[src/rtl/tcf_pkg.sv]
`timescale 1ns/1ps
package tcf_pkg;
  localparam int MAX_CH   = 4;
  localparam int STAT_W   = MAX_CH + 1;
  localparam int MODE_W   = 2;
  localparam int SEL_W    = 2;
  localparam int ADDR_W   = 3;
  localparam int MODE_LSB = 8;
  localparam int CTL_W    = MODE_LSB + MODE_W * MAX_CH;
  localparam int INSEL_W  = SEL_W * MAX_CH;

  typedef enum logic [ADDR_W-1:0] {
    RA_CHCTL = 3'd0,
    RA_IEN   = 3'd1,
    RA_STAT  = 3'd2,
    RA_INSEL = 3'd3,
    RA_CAP0  = 3'd4,
    RA_CAP1  = 3'd5,
    RA_CAP2  = 3'd6,
    RA_CAP3  = 3'd7
  } reg_addr_e;

  localparam logic [MODE_W-1:0] MODE_OFF        = 2'b00;
  localparam logic [MODE_W-1:0] MODE_CAP_DIRECT = 2'b01;

  function automatic logic [MAX_CH-1:0] impl_mask(input int n);
    logic [MAX_CH-1:0] m;
    for (int i = 0; i < MAX_CH; i++) m[i] = (i < n);
    return m;
  endfunction
endpackage

[src/rtl/tcf_edge_detect.sv]
`timescale 1ns/1ps
module tcf_edge_detect #(
  parameter int N = 4
) (
  input  logic         clk,
  input  logic         rst,
  input  logic [N-1:0] sig_in,
  output logic [N-1:0] toggled
);
  logic [N-1:0] prev_q;

  always_ff @(posedge clk) begin
    if (rst) prev_q <= '0;
    else     prev_q <= sig_in;
  end

  assign toggled = sig_in ^ prev_q;
endmodule

[src/rtl/tcf_cap_channel.sv]
`timescale 1ns/1ps
module tcf_cap_channel
  import tcf_pkg::*;
#(
  parameter int CNT_W = 16,
  parameter int IDX   = 0
) (
  input  logic              clk,
  input  logic              rst,
  input  logic              enable,
  input  logic [MODE_W-1:0] mode,
  input  logic [SEL_W-1:0]  sel,
  input  logic [MAX_CH-1:0] toggled,
  input  logic [CNT_W-1:0]  cnt,
  output logic              hit,
  output logic [CNT_W-1:0]  cap_q
);
  logic [SEL_W-1:0] src;

  assign src = SEL_W'(IDX) + sel;
  assign hit = enable && (mode == MODE_CAP_DIRECT) && toggled[src];

  always_ff @(posedge clk) begin
    if (rst)      cap_q <= '0;
    else if (hit) cap_q <= cnt;
  end
endmodule

[src/rtl/tcf_ctrl_regs.sv]
`timescale 1ns/1ps
module tcf_ctrl_regs
  import tcf_pkg::*;
#(
  parameter int NUM_CH = 4
) (
  input  logic                      clk,
  input  logic                      rst,
  input  logic                      wr_chctl,
  input  logic                      wr_insel,
  input  logic [CTL_W-1:0]          wdata,
  output logic [MAX_CH-1:0]         ch_en,
  output logic [MODE_W*MAX_CH-1:0]  ch_mode,
  output logic [SEL_W*MAX_CH-1:0]   ch_sel,
  output logic [CTL_W-1:0]          chctl_rd,
  output logic [INSEL_W-1:0]        insel_rd
);
  logic unused_wdata;
  assign unused_wdata = ^wdata;

  for (genvar c = 0; c < MAX_CH; c++) begin : g_ch
    if (c < NUM_CH) begin : g_on
      logic              en_r;
      logic [MODE_W-1:0] mode_r;
      logic [SEL_W-1:0]  sel_r;

      always_ff @(posedge clk) begin
        if (rst) begin
          en_r   <= 1'b0;
          mode_r <= MODE_OFF;
          sel_r  <= '0;
        end else begin
          if (wr_chctl) begin
            en_r   <= wdata[c];
            mode_r <= wdata[MODE_LSB + MODE_W*c +: MODE_W];
          end
          if (wr_insel) sel_r <= wdata[SEL_W*c +: SEL_W];
        end
      end

      assign ch_en[c]                  = en_r;
      assign ch_mode[MODE_W*c +: MODE_W] = mode_r;
      assign ch_sel[SEL_W*c +: SEL_W]    = sel_r;
    end else begin : g_off
      assign ch_en[c]                  = 1'b0;
      assign ch_mode[MODE_W*c +: MODE_W] = MODE_OFF;
      assign ch_sel[SEL_W*c +: SEL_W]    = '0;
    end
  end

  assign chctl_rd = {ch_mode, {(MODE_LSB-MAX_CH){1'b0}}, ch_en};
  assign insel_rd = ch_sel;
endmodule

[src/rtl/tcf_flags.sv]
`timescale 1ns/1ps
module tcf_flags
  import tcf_pkg::*;
#(
  parameter int NUM_CH = 4
) (
  input  logic              clk,
  input  logic              rst,
  input  logic              wr_stat,
  input  logic              wr_ien,
  input  logic [STAT_W-1:0] wdata,
  input  logic              upd_pulse,
  input  logic [MAX_CH-1:0] cap_hit,
  output logic [STAT_W-1:0] status_q,
  output logic [STAT_W-1:0] ien_q,
  output logic              irq
);
  localparam logic [STAT_W-1:0] IMPL = {impl_mask(NUM_CH), 1'b1};

  logic [STAT_W-1:0] kept;
  logic [STAT_W-1:0] set_v;

  assign kept  = wr_stat ? (status_q & wdata) : status_q;
  assign set_v = {cap_hit, upd_pulse};

  always_ff @(posedge clk) begin
    if (rst) begin
      status_q <= '0;
      ien_q    <= '0;
      irq      <= 1'b0;
    end else begin
      status_q <= (kept | set_v) & IMPL;
      if (wr_ien) ien_q <= wdata & IMPL;
      irq <= |(status_q & ien_q);
    end
  end
endmodule

[src/rtl/tcf_capture_unit.sv]
`timescale 1ns/1ps
module tcf_capture_unit
  import tcf_pkg::*;
#(
  parameter int CNT_W  = 16,
  parameter int NUM_CH = 4,
  parameter int DATA_W = 32
) (
  input  logic              clk,
  input  logic              rst,
  input  logic [CNT_W-1:0]  cnt_val,
  input  logic [MAX_CH-1:0] cap_in,
  input  logic              upd_pulse,
  input  logic              reg_wr,
  input  logic [ADDR_W-1:0] reg_addr,
  input  logic [DATA_W-1:0] reg_wdata,
  output logic [DATA_W-1:0] reg_rdata,
  output logic              irq
);
  logic [MAX_CH-1:0]        toggled;
  logic [MAX_CH-1:0]        ch_en;
  logic [MODE_W*MAX_CH-1:0] ch_mode;
  logic [SEL_W*MAX_CH-1:0]  ch_sel;
  logic [CTL_W-1:0]         chctl_rd;
  logic [INSEL_W-1:0]       insel_rd;
  logic [STAT_W-1:0]        status_q;
  logic [STAT_W-1:0]        ien_q;
  logic [MAX_CH-1:0]        cap_hit;
  logic [CNT_W-1:0]         cap_arr [MAX_CH];
  logic [CNT_W*MAX_CH-1:0]  cap_flat;
  logic [DATA_W-1:0]        rd_next;
  logic                     wr_chctl, wr_insel, wr_stat, wr_ien;
  logic                     unused_wdata;

  assign unused_wdata = ^reg_wdata;
  assign wr_chctl = reg_wr && (reg_addr == RA_CHCTL);
  assign wr_insel = reg_wr && (reg_addr == RA_INSEL);
  assign wr_stat  = reg_wr && (reg_addr == RA_STAT);
  assign wr_ien   = reg_wr && (reg_addr == RA_IEN);

  tcf_edge_detect #(.N(MAX_CH)) u_edge (
    .clk(clk), .rst(rst), .sig_in(cap_in), .toggled(toggled)
  );

  tcf_ctrl_regs #(.NUM_CH(NUM_CH)) u_ctrl (
    .clk(clk), .rst(rst), .wr_chctl(wr_chctl), .wr_insel(wr_insel),
    .wdata(reg_wdata[CTL_W-1:0]), .ch_en(ch_en), .ch_mode(ch_mode),
    .ch_sel(ch_sel), .chctl_rd(chctl_rd), .insel_rd(insel_rd)
  );

  for (genvar c = 0; c < MAX_CH; c++) begin : g_cap
    if (c < NUM_CH) begin : g_on
      tcf_cap_channel #(.CNT_W(CNT_W), .IDX(c)) u_chan (
        .clk(clk), .rst(rst), .enable(ch_en[c]),
        .mode(ch_mode[MODE_W*c +: MODE_W]), .sel(ch_sel[SEL_W*c +: SEL_W]),
        .toggled(toggled), .cnt(cnt_val), .hit(cap_hit[c]),
        .cap_q(cap_arr[c])
      );
    end else begin : g_off
      logic unused_ch;
      assign unused_ch  = ch_en[c] ^ (^ch_mode[MODE_W*c +: MODE_W]) ^ (^ch_sel[SEL_W*c +: SEL_W]);
      assign cap_hit[c] = 1'b0;
      assign cap_arr[c] = '0;
    end
    assign cap_flat[CNT_W*c +: CNT_W] = cap_arr[c];
  end

  tcf_flags #(.NUM_CH(NUM_CH)) u_flags (
    .clk(clk), .rst(rst), .wr_stat(wr_stat), .wr_ien(wr_ien),
    .wdata(reg_wdata[STAT_W-1:0]), .upd_pulse(upd_pulse), .cap_hit(cap_hit),
    .status_q(status_q), .ien_q(ien_q), .irq(irq)
  );

  always_comb begin
    case (reg_addr)
      RA_CHCTL: rd_next = DATA_W'(chctl_rd);
      RA_IEN:   rd_next = DATA_W'(ien_q);
      RA_STAT:  rd_next = DATA_W'(status_q);
      RA_INSEL: rd_next = DATA_W'(insel_rd);
      default:  rd_next = DATA_W'(cap_arr[reg_addr[1:0]]);
    endcase
  end

  always_ff @(posedge clk) begin
    if (rst) reg_rdata <= '0;
    else     reg_rdata <= rd_next;
  end
endmodule

[config.mk]
export PLATFORM = sky130hd
export DESIGN_NAME = tcf_capture_unit
export DESIGN_NICKNAME = d
export VERILOG_FILES = /design/src/rtl/tcf_pkg.sv /design/src/rtl/tcf_edge_detect.sv /design/src/rtl/tcf_cap_channel.sv /design/src/rtl/tcf_ctrl_regs.sv /design/src/rtl/tcf_flags.sv /design/src/rtl/tcf_capture_unit.sv
export SDC_FILE = /design/constraint.sdc
export NUM_CORES = 1
export LEC_CHECK = 0
export BUFFER_PORTS_ARGS = -buffer_cell sky130_fd_sc_hd__buf_2
export CAP_MARGIN = 40
export CORE_MARGIN = 5
export CORE_UTILIZATION = 55
export DETAILED_ROUTE_END_ITERATION = 10
export PLACE_DENSITY = 0.79
export SYNTH_ARGS = -nofsm -noshare
export SYNTH_HDL_FRONTEND = slang
export SYNTH_SLANG_ARGS = --single-unit
export TNS_END_PERCENT = 30
[constraint.sdc]
create_clock -name clk -period 4.1 [get_ports clk]
set_clock_uncertainty 0.1 [all_clocks]
set_input_delay 0.205 -clock clk [delete_from_list [all_inputs] [get_ports clk]]
set_output_delay 0.205 -clock clk [all_outputs]
set_load 0.1 [all_outputs]
==> flow_metrics.py <==
metrics = {
    "setup_path": {
        "cp_slowest_cell": "a2111o_1",
        "cp_cell_sequence": "dlygate4sd3_1, buf_2, xnor2_1, mux2_2, a2111o_1, buf_16, mux2i_1",
        "cp.required_ns": 4.38,
        "slowest_delay_ns": 0.61,
        "r2r_setup_slack_ns": 2.08,
        "cp-start-kind": "input pin",
        "critPathMaxFanout": 13,
        "cp-end-kind": "flop",
        "critical_path_arrival_ns": 2.36,
        "crit_type": "input pin to flop",
    },
    "synth": {
        "mappedNetlistArea_um2": 5111,
        "synthFlopType": "dfxtp_1",
        "synth_cell_types": 36,
        "synth_edf_count": 0,
        "yosysWarningCount": 0,
        "async_flop_share_pct": 0,
        "synth_area_per_cell_um2": 10.37,
        "seq_area_frac_synth_pct": 45.04,
        "syn_inst": 493,
        "synth_seq_cells": 115,
    },
    "pwr": {
        "power_leakage_nw": 2.895,
        "switchingPower_mw": 0.6655,
        "clkPwrFrac_pct": 54.1,
        "p_int_mw": 2.318,
        "total_power_mw": 2.983,
        "combinationalPowerShare_pct": 7.9,
        "seqPwrFrac_pct": 38.1,
        "swShare_pct": 22.31,
        "powerDensity_nw_per_um2": 460.2,
        "vdd_drop_max_v": 0.0002255,
    },
    "placement": {
        "dp_worst_setup_slack_ns": 1.987,
        "place_congestion": 0.8856,
        "dp_cells": 637,
        "placed_area_um2": 5450,
        "place_hpwl_um": 7854,
        "io_buffers": 59,
    },
    "drt": {
        "first_iter_violations": 262,
        "drc": 0,
        "drt-wirelength-per-cell_um": 17.68,
        "viasPerCell": 5.539,
        "first_pass_iters": 4,
        "routed_wirelength_um": 12500,
        "dr_total_vias": 3916,
        "postRouteAntennaNets": 0,
    },
    "grt": {
        "grt_overflow": 0,
        "antenna_found_initial": 0,
        "track_usage_pct": 22.22,
        "grt_max_degree": 48,
        "grt_pass1_vias": 3925,
        "grt_pass1_wl_um": 19680,
    },
    "layout": {
        "multi_input_area_um2": 2581,
        "final_area_um2": 6482,
        "layout.nets": 642,
        "instances_no_fill": 707,
        "regArea_um2": 2302,
        "fillers": 625,
        "syn2layout_area_growth_pct": 26.83,
        "n_antenna_cell": 0,
        "drive_gt1_share_pct": 20.64,
    },
    "floorplan": {
        "die_h_um": 106.4,
        "dieArea_um2": 11320,
        "io_pins": 92,
        "num_rows": 35,
        "core_um2": 9153,
        "initial_core_util_pct": 55.84,
        "die_w_um": 106.4,
    },
    "clock_network": {
        "cts_root_buffer": "clkbuf_8",
        "clk_latency_ns": 0.51,
        "h-tree-depth": 4,
        "postCtsSetupBuffers": 0,
        "path_clk_slew_ns": 0.06,
        "cts_made_buffers": 17,
        "cts.path.max_buffers": 2,
        "cts_tree": "yes",
        "cts_sinks": 115,
    },
    "timing": {
        "tightestPinTransition_ns": 0.7026,
        "hold_violations": 0,
        "finalSetupTns_ns": 0,
        "finalSetupViolCount": 0,
        "max_freq_mhz": 481.1,
        "rsz0062_at_grt": "no",
        "max_slew_margin_pct": 52.90,
        "maxSlewViolCount": 0,
        "worst_slack_ns": 2.022,
        "post-route-period-util_pct": 50.69,
        "period_needed_ns": 2.078,
    },
    "job": {
        "maxCapViolCount": 0,
    },
    "outcome": {
        "status": "complete, no violations",
    },
    "min_path": {
        "hold_class": "input pin to flop",
    },
}
-- critical path, delay by kind of cell --
kind,cells,cell delay [ns]
mux,2,0.43
xor+xnor,1,0.18
compound gates,1,0.61
buf+inv,3,0.92
-- cells by family (layout without fill, tap and decap cells) --
logic type | count (synthesis) | count (layout) | synth area share [%]
compound gates | 52 | 52 | 6.120
xor+xnor | 6 | 6 | 1.028
buf+inv | 51 | 139 | 5.679
flops | 115 | 115 | 45.04
mux | 98 | 98 | 24.11
other cells | 1 | 16 | 0.07337
simple gates | 170 | 170 | 17.94
-- through the flow --
stage | hold WS (ns) | utilization, %
after floorplan | 0.2332 | -
after CTS | 0.02887 | 70.83
final | 0.05386 | 70.83
after global routing | 0.06181 | 70.83
after detailed placement | 0.3531 | 59.55
after global placement | 0.3448 | 58.51
-- layout make-up --
cell class	count	share of cell area, %
clock inverters	14	3.609
multi-input cells	342	39.82
inverters	2	0.1158
flip-flops and latches	115	35.51
repair buffers	105	12.35
well taps	111	2.142
clock buffers	18	6.447
-- per-layer routing --
metal | vias up | GRT usage, % | part of all wire (%)
met1 | 1888 | 26.71 | 42
met3 | 24 | 4.675 | 5.7
li1 | 1847 | - | -
met4 | 0 | 8.418 | 2.0
met2 | 157 | 38.91 | 50
met5 | - | 0 | 0
-- repair_timing --
action	in CTS	in global routing
gates resized for setup	0	0
hold buffers	38	0
hold endpoints to repair	95	0
-- sequential cells by signal, summed over array words and instances (netlist names) --
register,flops
u_flags.irq,1
g_cap.g_on.u_chan.cap_q,64
u_edge.prev_q,4
u_flags.status_q,5
u_ctrl.g_ch.g_on.mode_r,8
u_ctrl.g_ch.g_on.sel_r,8
reg_rdata,16
u_ctrl.g_ch.g_on.en_r,4
u_flags.ien_q,5
-- power groups by stage --
| stage | Sequential (mW) | Combinational (mW) | Clock [mW] |
|---|---|---|---|
| 2_1_floorplan | 1.16 | 0.161 | 0 |
| 3_3_place_gp | 1.16 | 0.196 | 0 |
| 3_5_place_dp | 1.16 | 0.203 | 0 |
| 4_1_cts | 1.14 | 0.232 | 1.63 |
| 5_1_grt | 1.14 | 0.249 | 1.69 |
| 6_report | 1.14 | 0.234 | 1.61 |
-- cells in the mapped netlist (all sizes together), types with 4 or more instances --
master	count	area (um^2)
a21oi	31	155.2
a22oi	9	67.56
buf	29	207.7
clkbuf	20	75.07
dfxtp	115	2302
mux2i	77	770.7
mux4	20	450.4
nand2	45	168.9
nand2b	80	500.5
nor2	23	86.33
nor2b	4	25.02
nor3b	6	50.05
o21ai	5	25.02
xnor2	4	35.03
-- cell usage in the layout, fill, tap and decap left out, drive strengths merged, types with 4 or more instances in the layout --
cell and count:
nand2 45, bufinv 6, nor2b 4, dlygate4sd3 38, nor2 23, xnor2 4
clkbuf 18, nor3b 6, buf 67, conb 16, a21oi 31, a22oi 9
clkinv 6, o21ai 5, mux2i 77, dfxtp 115, mux4 20, nand2b 80
-- worst paths after layout --
check        cells past startpoint                           start                        endpoint
max                              7                       cap_in[1]   g_cap[2].g_on.u_chan.cap_q[5]
min                              2                             rst                    reg_rdata[7]
min reg2reg                      2  g_cap[3].g_on.u_chan.cap_q[12]  g_cap[3].g_on.u_chan.cap_q[12]
max reg2reg                      5                u_edge.prev_q[1]   g_cap[2].g_on.u_chan.cap_q[5]
No activity file was read; power rests on OpenSTA's default activity.
